## src/rtl/nfh_pkg.sv

```systemverilog
package nfh_pkg;
    localparam int unsigned DLY_W    = 4;
    localparam int unsigned REG_W    = 10;
    localparam int unsigned IRQ_N    = 5;
    localparam int unsigned HIGH_CYC = 2;

    localparam logic [3:0] OFF_CTRL   = 4'd0;
    localparam logic [3:0] OFF_STAT   = 4'd1;
    localparam logic [3:0] OFF_IRQ    = 4'd2;
    localparam logic [3:0] OFF_MASK   = 4'd3;
    localparam logic [3:0] OFF_CMD    = 4'd4;
    localparam logic [3:0] OFF_ADDR   = 4'd5;
    localparam logic [3:0] OFF_DWR    = 4'd6;
    localparam logic [3:0] OFF_DRD    = 4'd7;
    localparam logic [3:0] OFF_RDBUF  = 4'd8;
    localparam logic [3:0] OFF_ECCRST = 4'd9;

    localparam int IRQ_NOTBUSY = 0;
    localparam int IRQ_OVF     = 1;
    localparam int IRQ_EDGE    = 2;
    localparam int IRQ_RDRDY   = 3;
    localparam int IRQ_WRDONE  = 4;

    typedef enum logic [1:0] {
        ENT_CMD  = 2'd0,
        ENT_ADDR = 2'd1,
        ENT_DWR  = 2'd2,
        ENT_RREQ = 2'd3
    } ent_kind_e;

    typedef struct packed {
        ent_kind_e  kind;
        logic [7:0] payload;
    } bus_ent_t;

    typedef enum logic [1:0] {
        SEQ_IDLE = 2'd0,
        SEQ_LOW  = 2'd1,
        SEQ_HIGH = 2'd2
    } seq_state_e;

    function automatic logic is_queue_off(input logic [3:0] off);
        return (off == OFF_CMD) || (off == OFF_ADDR) ||
               (off == OFF_DWR) || (off == OFF_DRD);
    endfunction

    function automatic ent_kind_e kind_of(input logic [3:0] off);
        case (off)
            OFF_CMD:  return ENT_CMD;
            OFF_ADDR: return ENT_ADDR;
            OFF_DWR:  return ENT_DWR;
            default:  return ENT_RREQ;
        endcase
    endfunction
endpackage

```

## src/rtl/nfh_fifo.sv

```systemverilog
module nfh_fifo
    import nfh_pkg::*;
#(
    parameter int unsigned DEPTH = 4
) (
    input  logic     clk,
    input  logic     rst,
    input  logic     push,
    input  bus_ent_t push_ent,
    input  logic     pop,
    output bus_ent_t head,
    output logic     empty,
    output logic     full,
    output logic     drained
);
    localparam int unsigned PW = (DEPTH > 1) ? $clog2(DEPTH) : 1;
    localparam int unsigned CW = $clog2(DEPTH + 1);
    localparam logic [PW-1:0] LAST = PW'(DEPTH - 1);

    bus_ent_t        mem [DEPTH];
    logic [PW-1:0]   wr_ptr, rd_ptr;
    logic [CW-1:0]   count;
    logic            do_push, do_pop;

    assign empty   = (count == '0);
    assign full    = (count == CW'(DEPTH));
    assign do_push = push && !full;
    assign do_pop  = pop && !empty;
    assign drained = do_pop && !do_push && (count == CW'(1));
    assign head    = mem[rd_ptr];

    always_ff @(posedge clk) begin
        if (do_push) mem[wr_ptr] <= push_ent;
    end

    always_ff @(posedge clk) begin
        if (rst) begin
            wr_ptr <= '0;
            rd_ptr <= '0;
            count  <= '0;
        end else begin
            if (do_push) wr_ptr <= (wr_ptr == LAST) ? '0 : wr_ptr + 1'b1;
            if (do_pop)  rd_ptr <= (rd_ptr == LAST) ? '0 : rd_ptr + 1'b1;
            case ({do_push, do_pop})
                2'b10:   count <= count + 1'b1;
                2'b01:   count <= count - 1'b1;
                default: count <= count;
            endcase
        end
    end
endmodule

```

## src/rtl/nfh_bus_seq.sv

```systemverilog
module nfh_bus_seq
    import nfh_pkg::*;
(
    input  logic             clk,
    input  logic             rst,
    input  logic             ent_valid,
    input  bus_ent_t         ent,
    input  logic [DLY_W-1:0] wr_dly,
    input  logic [DLY_W-1:0] rd_dly,
    input  logic [7:0]       dq_in,
    output logic             pop,
    output logic             cle,
    output logic             ale,
    output logic             we_n,
    output logic             re_n,
    output logic [7:0]       dq_out,
    output logic             dq_oe,
    output logic             cap_valid,
    output logic [7:0]       cap_byte,
    output logic             dwr_retire
);
    seq_state_e       state;
    bus_ent_t         cur;
    logic [DLY_W-1:0] cnt;
    logic             start, active, is_read;

    assign active  = (state != SEQ_IDLE);
    assign is_read = (cur.kind == ENT_RREQ);

    always_comb begin
        start = 1'b0;
        if (state == SEQ_IDLE) start = ent_valid;
        else if (state == SEQ_HIGH && cnt == '0) start = ent_valid;
    end
    assign pop = start;

    always_ff @(posedge clk) begin
        if (rst) begin
            state <= SEQ_IDLE;
            cnt   <= '0;
            cur   <= '0;
        end else begin
            if (start) begin
                cur   <= ent;
                cnt   <= (ent.kind == ENT_RREQ) ? rd_dly : wr_dly;
                state <= SEQ_LOW;
            end else begin
                case (state)
                    SEQ_LOW: begin
                        if (cnt == '0) begin
                            state <= SEQ_HIGH;
                            cnt   <= DLY_W'(HIGH_CYC - 1);
                        end else begin
                            cnt <= cnt - 1'b1;
                        end
                    end
                    SEQ_HIGH: begin
                        if (cnt == '0) state <= SEQ_IDLE;
                        else           cnt   <= cnt - 1'b1;
                    end
                    default: state <= SEQ_IDLE;
                endcase
            end
        end
    end

    assign cle        = active && (cur.kind == ENT_CMD);
    assign ale        = active && (cur.kind == ENT_ADDR);
    assign we_n       = !((state == SEQ_LOW) && !is_read);
    assign re_n       = !((state == SEQ_LOW) && is_read);
    assign dq_oe      = active && !is_read;
    assign dq_out     = cur.payload;
    assign cap_valid  = (state == SEQ_LOW) && (cnt == '0) && is_read;
    assign cap_byte   = dq_in;
    assign dwr_retire = (state == SEQ_HIGH) && (cnt == '0) && (cur.kind == ENT_DWR);
endmodule

```

## src/rtl/nfh_irq.sv

```systemverilog
module nfh_irq #(
    parameter int unsigned N = 5
) (
    input  logic         clk,
    input  logic         rst,
    input  logic [N-1:0] set_ev,
    input  logic         clr_we,
    input  logic [N-1:0] clr_bits,
    input  logic [N-1:0] mask,
    output logic [N-1:0] stat,
    output logic         irq
);
    for (genvar i = 0; i < N; i++) begin : g_bit
        always_ff @(posedge clk) begin
            if (rst)                         stat[i] <= 1'b0;
            else if (set_ev[i])              stat[i] <= 1'b1;
            else if (clr_we && clr_bits[i])  stat[i] <= 1'b0;
        end
    end

    assign irq = |(stat & mask);
endmodule

```

## src/rtl/nand_host_frontend.sv

```systemverilog
module nand_host_frontend
    import nfh_pkg::*;
#(
    parameter int unsigned FIFO_DEPTH = 4,
    parameter int unsigned CLR_CYCLES = 4
) (
    input  logic             clk,
    input  logic             rst,
    input  logic [3:0]       reg_addr,
    input  logic             reg_we,
    input  logic [REG_W-1:0] reg_wdata,
    output logic [REG_W-1:0] reg_rdata,
    output logic             irq,
    output logic             nf_cle,
    output logic             nf_ale,
    output logic             nf_we_n,
    output logic             nf_re_n,
    output logic [7:0]       nf_dq_out,
    output logic             nf_dq_oe,
    input  logic [7:0]       nf_dq_in,
    input  logic             nf_rdy
);
    localparam int unsigned PCW  = $clog2(FIFO_DEPTH + 2);
    localparam int unsigned CLRW = $clog2(CLR_CYCLES + 1);

    logic [REG_W-1:0] ctrl_q;
    logic [IRQ_N-1:0] mask_q, irq_stat, irq_set;
    logic [7:0]       rdbuf_q;
    logic             rdy_s1, rdy_s2, rdy_d;
    logic [PCW-1:0]   dw_pend, rd_pend;
    logic             ecc_busy;
    logic [CLRW-1:0]  ecc_cnt;

    logic     q_wr, push, ovf_ev;
    bus_ent_t push_ent, head;
    logic     fifo_empty, fifo_full, fifo_drained, pop;
    logic     cap_valid, dwr_retire;
    logic [7:0] cap_byte;
    logic     dw_inc, rd_inc, wr_done_ev;

    assign q_wr     = reg_we && is_queue_off(reg_addr);
    assign push     = q_wr && !fifo_full;
    assign ovf_ev   = q_wr && fifo_full;
    assign push_ent = '{kind: kind_of(reg_addr), payload: reg_wdata[7:0]};

    nfh_fifo #(.DEPTH(FIFO_DEPTH)) u_fifo (
        .clk(clk), .rst(rst), .push(push), .push_ent(push_ent), .pop(pop),
        .head(head), .empty(fifo_empty), .full(fifo_full), .drained(fifo_drained)
    );

    nfh_bus_seq u_seq (
        .clk(clk), .rst(rst), .ent_valid(!fifo_empty), .ent(head),
        .wr_dly(ctrl_q[3:0]), .rd_dly(ctrl_q[7:4]), .dq_in(nf_dq_in),
        .pop(pop), .cle(nf_cle), .ale(nf_ale), .we_n(nf_we_n), .re_n(nf_re_n),
        .dq_out(nf_dq_out), .dq_oe(nf_dq_oe), .cap_valid(cap_valid),
        .cap_byte(cap_byte), .dwr_retire(dwr_retire)
    );

    // configuration and mask registers
    always_ff @(posedge clk) begin
        if (rst) begin
            ctrl_q <= '0;
            mask_q <= '0;
        end else if (reg_we) begin
            if (reg_addr == OFF_CTRL) ctrl_q <= reg_wdata;
            if (reg_addr == OFF_MASK) mask_q <= reg_wdata[IRQ_N-1:0];
        end
    end

    // captured read byte
    always_ff @(posedge clk) begin
        if (rst)            rdbuf_q <= '0;
        else if (cap_valid) rdbuf_q <= cap_byte;
    end

    // ready/busy pin synchroniser, idle value is "ready"
    always_ff @(posedge clk) begin
        if (rst) begin
            rdy_s1 <= 1'b1;
            rdy_s2 <= 1'b1;
            rdy_d  <= 1'b1;
        end else begin
            rdy_s1 <= nf_rdy;
            rdy_s2 <= rdy_s1;
            rdy_d  <= rdy_s2;
        end
    end

    // outstanding page write / read tracking
    assign dw_inc     = push && (push_ent.kind == ENT_DWR);
    assign rd_inc     = push && (push_ent.kind == ENT_RREQ);
    assign wr_done_ev = dwr_retire && !dw_inc && (dw_pend == PCW'(1));

    always_ff @(posedge clk) begin
        if (rst) begin
            dw_pend <= '0;
            rd_pend <= '0;
        end else begin
            case ({dw_inc, dwr_retire})
                2'b10:   dw_pend <= dw_pend + 1'b1;
                2'b01:   dw_pend <= dw_pend - 1'b1;
                default: dw_pend <= dw_pend;
            endcase
            case ({rd_inc, cap_valid})
                2'b10:   rd_pend <= rd_pend + 1'b1;
                2'b01:   rd_pend <= rd_pend - 1'b1;
                default: rd_pend <= rd_pend;
            endcase
        end
    end

    // self-clearing accumulator reset handshake
    always_ff @(posedge clk) begin
        if (rst) begin
            ecc_busy <= 1'b0;
            ecc_cnt  <= '0;
        end else if (reg_we && reg_addr == OFF_ECCRST && reg_wdata[0]) begin
            ecc_busy <= 1'b1;
            ecc_cnt  <= CLRW'(CLR_CYCLES - 1);
        end else if (ecc_busy) begin
            if (ecc_cnt == '0) ecc_busy <= 1'b0;
            else               ecc_cnt  <= ecc_cnt - 1'b1;
        end
    end

    always_comb begin
        irq_set              = '0;
        irq_set[IRQ_NOTBUSY] = rdy_s2 && !rdy_d;
        irq_set[IRQ_OVF]     = ovf_ev;
        irq_set[IRQ_EDGE]    = fifo_drained;
        irq_set[IRQ_RDRDY]   = cap_valid;
        irq_set[IRQ_WRDONE]  = wr_done_ev;
    end

    nfh_irq #(.N(IRQ_N)) u_irq (
        .clk(clk), .rst(rst), .set_ev(irq_set),
        .clr_we(reg_we && reg_addr == OFF_IRQ), .clr_bits(reg_wdata[IRQ_N-1:0]),
        .mask(mask_q), .stat(irq_stat), .irq(irq)
    );

    always_comb begin
        reg_rdata = '0;
        case (reg_addr)
            OFF_CTRL:   reg_rdata = ctrl_q;
            OFF_STAT:   reg_rdata = REG_W'({fifo_empty, rd_pend != '0, dw_pend != '0,
                                            fifo_full, rdy_s2});
            OFF_IRQ:    reg_rdata = REG_W'(irq_stat);
            OFF_MASK:   reg_rdata = REG_W'(mask_q);
            OFF_RDBUF:  reg_rdata = REG_W'(rdbuf_q);
            OFF_ECCRST: reg_rdata = REG_W'(ecc_busy);
            default:    reg_rdata = '0;
        endcase
    end
endmodule

```

## config.mk

```make
export PLATFORM = sky130hd
export DESIGN_NAME = nand_host_frontend
export DESIGN_NICKNAME = d
export VERILOG_FILES = /design/src/rtl/nfh_pkg.sv /design/src/rtl/nfh_fifo.sv /design/src/rtl/nfh_bus_seq.sv /design/src/rtl/nfh_irq.sv /design/src/rtl/nand_host_frontend.sv
export SDC_FILE = /design/constraint.sdc
export NUM_CORES = 1
export LEC_CHECK = 0
export ABC_AREA = 1
export BUFFER_PORTS_ARGS = -buffer_cell sky130_fd_sc_hd__buf_4
export CAP_MARGIN = 30
export CORE_MARGIN = 8
export CORE_UTILIZATION = 40
export CTS_CLUSTER_DIAMETER = 40
export DETAILED_ROUTE_END_ITERATION = 7
export PLACE_DENSITY_LB_ADDON = 0.25
export SLEW_MARGIN = 30
export SYNTH_ARGS = -nofsm -noshare
export SYNTH_HDL_FRONTEND = slang
export SYNTH_SLANG_ARGS = --single-unit
```

## constraint.sdc

```tcl
create_clock -name clk -period 6.8 [get_ports clk]
set_input_delay 1.36 -clock clk [delete_from_list [all_inputs] [get_ports clk]]
set_output_delay 1.36 -clock clk [all_outputs]
set_load 0.05 [all_outputs]
```

==> results_dict.tcl, run 1 <==
set metrics [dict create \
    slew_viol_final 0 \
    synth-seq-cells 106 \
    slew_headroom_pct 39.9 \
    clkTransAtPathRegs_ns 0.06 \
    post-route-period-util_pct 57.8 \
    tightest_slew_ns 0.899 \
    rsz0062_at_grt "false" \
    vias 3847 \
    fin_util_pct 47.1 \
    grt_overflow 0 \
    ys.flop_type "dfxtp_1" \
    rr_startpoint "u_seq.cnt[0]$_SDFFE_PP0P_" \
    crit_chain "buf_4 > nor2_2 > and3_1 > nand2_1 > o21ai_0 > a21oi_1 > nand2_1 > buf_4" \
    post-cts-setup-buffers 0 \
    setup_viol 0 \
    rr_endpoint "rd_pend[2]$_SDFFE_PP0P_" \
    cap_violations 0 \
    top_usage_layer "met2" \
    critPathLaunch "reg_addr[2]" \
    async_reset_ff_share_pct 0 \
    hold_viol 0 \
    ys_warn_count 0 \
    critPathRequiredTime_ns 5.44 \
    critical-path-slowest-cell "and3_1" \
    ir_worst_vdd_v 0.000140 \
    synthTopCellsByCount "nand2_1 (88), dfxtp_1 (66), inv_1 (64)" \
    hold_buffers 0 \
    yosysSeqAreaShare_pct 50.7 \
    die_area_mm2 0.0163 \
    route.detailed.vias_per_inst 4.96 \
    grt_util_met3_pct 3.33 \
    clockBufferDepth 2 \
    grtUsageMet1_pct 17.3 \
    fmax_mhz 255 \
    clockRootBuffer "clkbuf_16" \
    crit_path_start_kind "input pin" \
    grtUsageMet2_pct 23.5 \
    synth.area.top_cells "dfxtp_1 (27%), edfxtp_1 (24%), nand2_1 (6.6%), o21ai_0 (5.1%), inv_1 (4.8%)" \
    grt_pass1_vias 3748 \
    drt_wl_total_mm 11.2 \
    worst-setup-path-type "input pin to output pin" \
    ant_nets 0 \
    fp-row-count 40 \
    regArea_mm2 0.00252 \
    areaGrowthSynthToFinish_pct 14.2 \
    hold_class "flip-flop to flip-flop" \
    nFillCells 1131 \
    synth.top_cell.area_share_pct 26.6 \
    nets 648 \
    syn_inst 568 \
    drtIter0Drc 269 \
    globalplace.congestion 0.832 \
    grt_max_degree 34 \
    drc 0 \
    antenna_cells 0 \
    synth-edff-count 40 \
    reg2reg_slack_ns 4.36 \
    finalClockSkew_ns 0.00964 \
    outcome "completed" \
    multi_input_area_mm2 0.00202 \
    power.leakage_nw 2.30 \
    grt_use_total_pct 14.2 \
    port-buffer-count 49 \
    post_cts_resized 0 \
    clk_latency_ns 0.35 \
    synth.avg_cell_area_um2 8.75 \
    grt_antenna_before_repair 0 \
    end_kind "output pin" \
    grt_pass1_wl_mm 18.4 \
    htree_levels 3 \
    ios 50 \
    cp_max_fo 10 \
    tns_ns 0 \
    hpwlAfterDp_mm 7.93 \
    synth_fp_nets 614 \
    power.density_mw_per_mm2 352 \
    initial_core_util_pct 41.2 \
    layout-drive-gt1-share_pct 18.0 \
    dr.pass1.iters 4 \
    detail_route.wl_per_cell_um 14.4 \
    die_h_um 127 \
    synth.most_common_cell "nand2_1" \
    yosysTopAreaCell "dfxtp_1" \
    cts_buffers 9 \
    clock_sinks 106 \
    cts_tree "done" \
    cp.arrival_ns 2.57 \
    critical_path.max_stage_delay_ns 0.41 \
    fp.dieW_um 127 \
    synthDistinctLibCells 39 \
    fp.coreArea_mm2 0.0121 \
    worstRegToRegCells 13 \
    critPathCapture "reg_rdata[3]" \
    netlist_area_mm2 0.00497 \
    period_minus_slack_ns 3.93 \
]
[state kept, by name (all words and copies together), names as in the netlist, 3 cells and up, named ones only]
signal	cells
ctrl_q	10
dw_pend	3
rd_pend	3
u_seq.cnt	4
u_seq.dq_out	8
u_fifo.mem	40
rdbuf_q	8
mask_q	5
u_irq.stat	5
ecc_cnt	3
u_fifo.count	3
[critical path: cells and delay by family]
kind | cells | cell delay (ns)
AO/OA/AOI/OAI | 2 | 0.15
AND/OR/NAND/NOR | 4 | 0.75
buffers and inverters | 2 | 0.31
[how the worst min path moves through the flow]
stage	start	end	slack, ns	cells past startpoint
CTS	rdy_s1$_SDFF_PP1_	rdy_s2$_SDFF_PP1_	0.43	1
global route	rdy_s1$_SDFF_PP1_	rdy_s2$_SDFF_PP1_	0.45	1
global placement	rdy_s1$_SDFF_PP1_	rdy_s2$_SDFF_PP1_	0.40	1
floorplan	rdy_s1$_SDFF_PP1_	rdy_s2$_SDFF_PP1_	0.39	1
finish	rdy_s1$_SDFF_PP1_	rdy_s2$_SDFF_PP1_	0.43	1
detailed placement	rdy_s1$_SDFF_PP1_	rdy_s2$_SDFF_PP1_	0.40	1
[final cells by class]
class                   count  share of cell area, %
clock buffers              12                   4.72
clock inverters             4                  0.397
inverters                  70                   4.72
multi-input cells         366                   35.6
flip-flops and latches    106                   44.4
well taps                 168                   3.70
repair buffers             49                   6.48
[routing by layer]
layer / part of all wire [%] / up-vias
li1: - / 1939
met3: 4.5 / 18
met2: 48 / 77
met4: 2.2 / 0
met5: 0 / -
met1: 45 / 1813
[logic make-up after synthesis]
kind of cell / Yosys count / synth area share [%]
AND/OR/NAND/NOR: 209 / 19.2
AO/OA/AOI/OAI: 131 / 15.0
flip-flops: 106 / 50.7
buffers and inverters: 96 / 8.83
adder cells (fa/ha/maj): 20 / 5.18
XOR/XNOR: 6 / 1.06
[cells in the final DEF (no fill, tap or decap), drive strengths merged]
cell    instances
inv            71
and3            1
nand3          35
ha             19
nand4           3
nand2         102
or2             3
nor3            2
o22ai          12
clkbuf         12
o2111a          1
xor2            6
clkinv          3
a221oi          1
dfxtp          66
o21ai          56
a211oi          3
buf            49
edfxtp         40
nor2           63
a21oi          57
fa              1
a31oi           1
[report_power, final]
part / internal [mW] / switching [mW]
registers: 0.725 / 0.0591
clock network: 0.280 / 0.226
logic: 0.224 / 0.484
[metrics by stage]
step	std cells	cell area [um^2]	power, mW	setup WS, ns	hold WS, ns
3_3_place_gp	759	5380	1.50	2.92	0.401
4_1_cts	775	5670	2.02	2.88	0.426
6_report	775	5680	2.00	2.87	0.427
5_1_grt	775	5680	2.13	2.71	0.446
2_1_floorplan	568	4970	1.41	2.70	0.389
3_5_place_dp	759	5380	1.51	2.88	0.396
(Power assumes the default switching activity.)
==> run 2: changes to the inputs <==
==> constraint.sdc (replaced) <==
create_clock -name clk -period 3.22 [get_ports clk]
set_input_delay 0.644 -clock clk [delete_from_list [all_inputs] [get_ports clk]]
set_output_delay 0.644 -clock clk [all_outputs]
set_load 0.05 [all_outputs]
==> results_dict.tcl, run 2 (same netlist as run 1, synthesis figures left out) <==
set metrics [dict create \
    grt_max_degree 34 \
    areaGrowthSynthToFinish_pct 15.1 \
    hold_buffers 0 \
    cap_violations 0 \
    fp-row-count 40 \
    drt_wl_total_mm 11.5 \
    regArea_mm2 0.00252 \
    clockRootBuffer "clkbuf_16" \
    cp_max_fo 4 \
    largest_reg_flops 40 \
    grt_antenna_before_repair 0 \
    rr_startpoint "u_seq.cnt[0]$_SDFFE_PP0P_" \
    p_total_mw 4.25 \
    slew_headroom_pct 62.2 \
    critPathRequiredTime_ns 2.58 \
    outcome "completed" \
    rr_endpoint "rd_pend[2]$_SDFFE_PP0P_" \
    post-route-period-util_pct 78.5 \
    clock_sinks 106 \
    die_area_mm2 0.0163 \
    critical-path-slowest-cell "dfxtp_1" \
    tightest_slew_ns 0.566 \
    crit_buf_inv 2 \
    rsz0062_at_grt "false" \
    setup_viol 0 \
    pre_cts_ws_ns 0.718 \
    hpwlAfterDp_mm 8.15 \
    fin_area_mm2 0.00572 \
    slew_viol_final 0 \
    port-buffer-count 49 \
    crit_path_start_kind "flip-flop" \
    layout-drive-gt1-share_pct 17.9 \
    top_regs "u_fifo.mem x40, ctrl_q x10" \
    grt_pass1_vias 3830 \
    initial_core_util_pct 41.2 \
    cp.arrival_ns 1.88 \
    power.leakage_nw 2.33 \
    end_kind "output pin" \
    clockBufferDepth 2 \
    htree_levels 3 \
    multi_input_area_mm2 0.00201 \
    globalplace.congestion 0.835 \
    vias 3867 \
    tns_ns 0 \
    nets 654 \
    layout_commonest_cell "nand2_1" \
    grt_use_total_pct 14.3 \
    antenna_cells 0 \
    route.detailed.vias_per_inst 4.95 \
    ios 50 \
    period_minus_slack_ns 2.53 \
    clk_latency_ns 0.34 \
    holdPathStages 1 \
    final_cell_mix "nand2_1 (88), dfxtp_1 (66), inv_1 (63)" \
    cts_tree "done" \
    fp.dieW_um 127 \
    post_cts_resized 0 \
    worstRegToRegCells 13 \
    reg2reg_slack_ns 0.79 \
    ant_nets 0 \
    hold_class "flip-flop to flip-flop" \
    grt_overflow 0 \
    crit_chain "inv_1 > ha_1 > nand2_1 > o22ai_1 > a21oi_1 > nand3_1 > buf_4" \
    detail_route.wl_per_cell_um 14.7 \
    power.density_mw_per_mm2 743 \
    regMostFlops "u_fifo.mem" \
    crit_family "flip-flops" \
    hold_viol 0 \
    clkTransAtPathRegs_ns 0.07 \
    grt_pass1_wl_mm 18.5 \
    post-cts-setup-buffers 0 \
    fp.coreArea_mm2 0.0121 \
    cts_buffers 9 \
    worstHoldStart "rdy_s1$_SDFF_PP1_" \
    worst-setup-path-type "flip-flop to output pin" \
    place_area_mm2 0.00542 \
    die_h_um 127 \
    drc 0 \
    ir_worst_vdd_v 0.000289 \
    setup_ws_ns 0.691 \
    finalClockSkew_ns 0.00652 \
    holdPathEnd "rdy_s2$_SDFF_PP1_" \
    nFillCells 1151 \
    critPathLaunch "u_fifo.count[0]$_SDFFE_PP0P_" \
    dr.pass1.iters 4 \
    critical_path.max_stage_delay_ns 0.41 \
    fmax_mhz 395 \
    drtIter0Drc 257 \
]
-- run 2: changes by cell type in the layout (fill, tap and decap cells not counted), sizes merged --
cell / previous run / this run
clkbuf: 12 / 13
clkinv: 3 / 2
buf: 49 / 55
-- run 2: layout make-up --
| cell class | instances | area share, % |
|---|---|---|
| flip-flops and latches | 106 | 44.1 |
| clock buffers | 13 | 4.75 |
| well taps | 168 | 3.67 |
| repair buffers | 55 | 7.35 |
| inverters | 70 | 4.68 |
| multi-input cells | 366 | 35.1 |
| clock inverters | 3 | 0.328 |
-- run 2: worst max-delay path by stage --
stage                     depth (start not counted)  slack, ns      endpoint
after floorplan                                   3       0.55  reg_rdata[5]
after global placement                            8       0.76  reg_rdata[3]
after detailed placement                          8       0.72  reg_rdata[3]
after CTS                                         7       0.67  reg_rdata[4]
after global routing                              7       0.59  reg_rdata[4]
final                                             7       0.69  reg_rdata[4]
-- run 2: power by group --
| group | internal (mW) | switching, mW |
|---|---|---|
| Clock | 0.595 | 0.479 |
| Sequential | 1.53 | 0.105 |
| Combinational | 0.483 | 1.06 |
| Total | 2.61 | 1.64 |
-- run 2: metal layers --
metal	track usage [%]	wire length [um]	vias up
li1	-	-	1951
met5	0	0	-
met2	24.6	5600	85
met1	17.2	5280	1824
met4	5.25	123	0
met3	3.24	453	7
-- run 2: through the flow --
stage	hold WS [ns]	instances	util (%)
global placement	0.399	764	44.9
CTS	0.419	780	47.3
detailed placement	0.401	764	44.9
finish	0.416	781	47.4
global route	0.439	781	47.4
floorplan	0.389	568	-
==> run 3: changes to the inputs <==
==> constraint.sdc (replaced) <==
create_clock -name clk -period 2.45 [get_ports clk]
set_input_delay 0.49 -clock clk [delete_from_list [all_inputs] [get_ports clk]]
set_output_delay 0.49 -clock clk [all_outputs]
set_load 0.05 [all_outputs]
==> results_dict.tcl, run 3 (same netlist as run 1, synthesis figures left out) <==
set metrics [dict create \
    outcome "completed" \
    fp-row-count 40 \
    clock_sinks 106 \
    fp.coreArea_mm2 0.0121 \
    post-route-period-util_pct 93.8 \
    clk_latency_ns 0.34 \
    power.leakage_nw 2.38 \
    grt_pass1_vias 3728 \
    areaGrowthSynthToFinish_pct 17.2 \
    regMostFlops "u_fifo.mem" \
    end_kind "output pin" \
    cts_tree "done" \
    crit_path_start_kind "flip-flop" \
    finalClockSkew_ns 0.00586 \
    hpwlAfterDp_mm 8.10 \
    grt_use_total_pct 14.1 \
    grt_max_degree 32 \
    layout_commonest_cell "nand2_1" \
    cap_violations 0 \
    tns_ns 0 \
    worstRegToRegCells 13 \
    layout-drive-gt1-share_pct 19.6 \
    route.detailed.vias_per_inst 4.89 \
    grt_pass1_wl_mm 18.2 \
    clockBufferDepth 2 \
    tightest_slew_ns 0.586 \
    setup_ws_ns 0.153 \
    rr_startpoint "u_seq.cnt[0]$_SDFFE_PP0P_" \
    clockRootBuffer "clkbuf_16" \
    hold_buffers 0 \
    reg2reg_slack_ns 0.22 \
    ant_nets 0 \
    drt_wl_total_mm 11.2 \
    period_minus_slack_ns 2.30 \
    cts_buffers 9 \
    dr.pass1.iters 4 \
    initial_core_util_pct 41.2 \
    critPathCapture "reg_rdata[4]" \
    fp.dieW_um 127 \
    pre_cts_ws_ns 0.190 \
    vias 3870 \
    hold_class "input pin to flip-flop" \
    die_h_um 127 \
    top_regs "u_fifo.mem x40, ctrl_q x10" \
    ios 50 \
    hold_viol 0 \
    final_cell_mix "nand2_1 (88), dfxtp_1 (66), inv_1 (64), buf_4 (64), nor2_1 (58)" \
    nets 664 \
    critPathRequiredTime_ns 1.96 \
    setup_viol 0 \
    die_area_mm2 0.0163 \
    fmax_mhz 435 \
    port-buffer-count 49 \
    slew_viol_final 0 \
    worst-setup-path-type "flip-flop to output pin" \
    htree_levels 3 \
    slew_headroom_pct 60.9 \
    drc 0 \
    ir_worst_vdd_v 0.000419 \
    antenna_cells 0 \
    nFillCells 1159 \
    largest_reg_flops 40 \
    grt_antenna_before_repair 0 \
    globalplace.congestion 0.846 \
    critPathLaunch "u_fifo.count[0]$_SDFFE_PP0P_" \
    rsz0062_at_grt "false" \
    detail_route.wl_per_cell_um 14.2 \
    cp_max_fo 4 \
    clkTransAtPathRegs_ns 0.07 \
    grt_overflow 0 \
    drtIter0Drc 276 \
    rr_endpoint "rd_pend[2]$_SDFFE_PP0P_" \
    power.density_mw_per_mm2 979 \
    cp.arrival_ns 1.81 \
]
[run 3: what timing repair did]
item                                    CTS  global route
resized for setup                         0             1
setup buffers                             0             4
endpoints found under the setup margin    0             1
[run 3: metrics by stage]
stage                     utilization (%)  cell area [um^2]  power, mW  std cells  hold WS (ns)
after floorplan                         -              4970       3.92        568         0.389
after global placement               45.4              5480       4.21        771         0.399
after CTS                            48.0              5790       5.77        787         0.316
final                                48.3              5830       5.70        791         0.325
after global routing                 48.3              5830       6.07        791         0.315
after detailed placement             45.4              5480       4.25        771         0.399
[run 3: routing by layer]
| metal | GRT usage, % | share of wire [%] | up-vias |
|---|---|---|---|
| li1 | - | - | 1969 |
| met1 | 17.0 | 44 | 1804 |
| met2 | 24.2 | 49 | 82 |
| met3 | 3.83 | 6.2 | 15 |
| met4 | 3.64 | 1.3 | 0 |
| met5 | 0 | 0 | - |
[run 3: how the worst min path moves through the flow]
stage	startpoint	endpoint	slack [ns]	depth (start not counted)
6_report	nf_rdy	rdy_s1$_SDFF_PP1_	0.32	2
5_1_grt	nf_rdy	rdy_s1$_SDFF_PP1_	0.31	2
4_1_cts	nf_rdy	rdy_s1$_SDFF_PP1_	0.32	2
3_5_place_dp	rdy_s1$_SDFF_PP1_	rdy_s2$_SDFF_PP1_	0.40	1
3_3_place_gp	rdy_s1$_SDFF_PP1_	rdy_s2$_SDFF_PP1_	0.40	1
2_1_floorplan	rdy_s1$_SDFF_PP1_	rdy_s2$_SDFF_PP1_	0.39	1
[run 3: where the power goes]
part           switching (mW)  internal (mW)
clock                   0.612          0.894
sequential              0.120           2.01
combinational            1.40          0.667
[run 3: final cells by class]
cell class                      count  area [um^2]  share of cell area [%]
Clock buffer                       11          233                    3.99
Clock inverter                      5         78.8                    1.35
Inverter                           70          268                    4.60
Multi-Input combinational cell    366         2010                    34.6
Sequential cell                   106         2520                    43.3
Tap cell                          168          210                    3.61
Timing Repair Buffer               65          500                    8.59
[run 3: critical path, cell delays in order, from the launching register on]
cell	delay, ns
dfxtp_1	0.41
inv_1	0.10
ha_1	0.23
nand2_1	0.19
o22ai_1	0.12
a21oi_1	0.12
nand3_1	0.09
buf_4	0.20
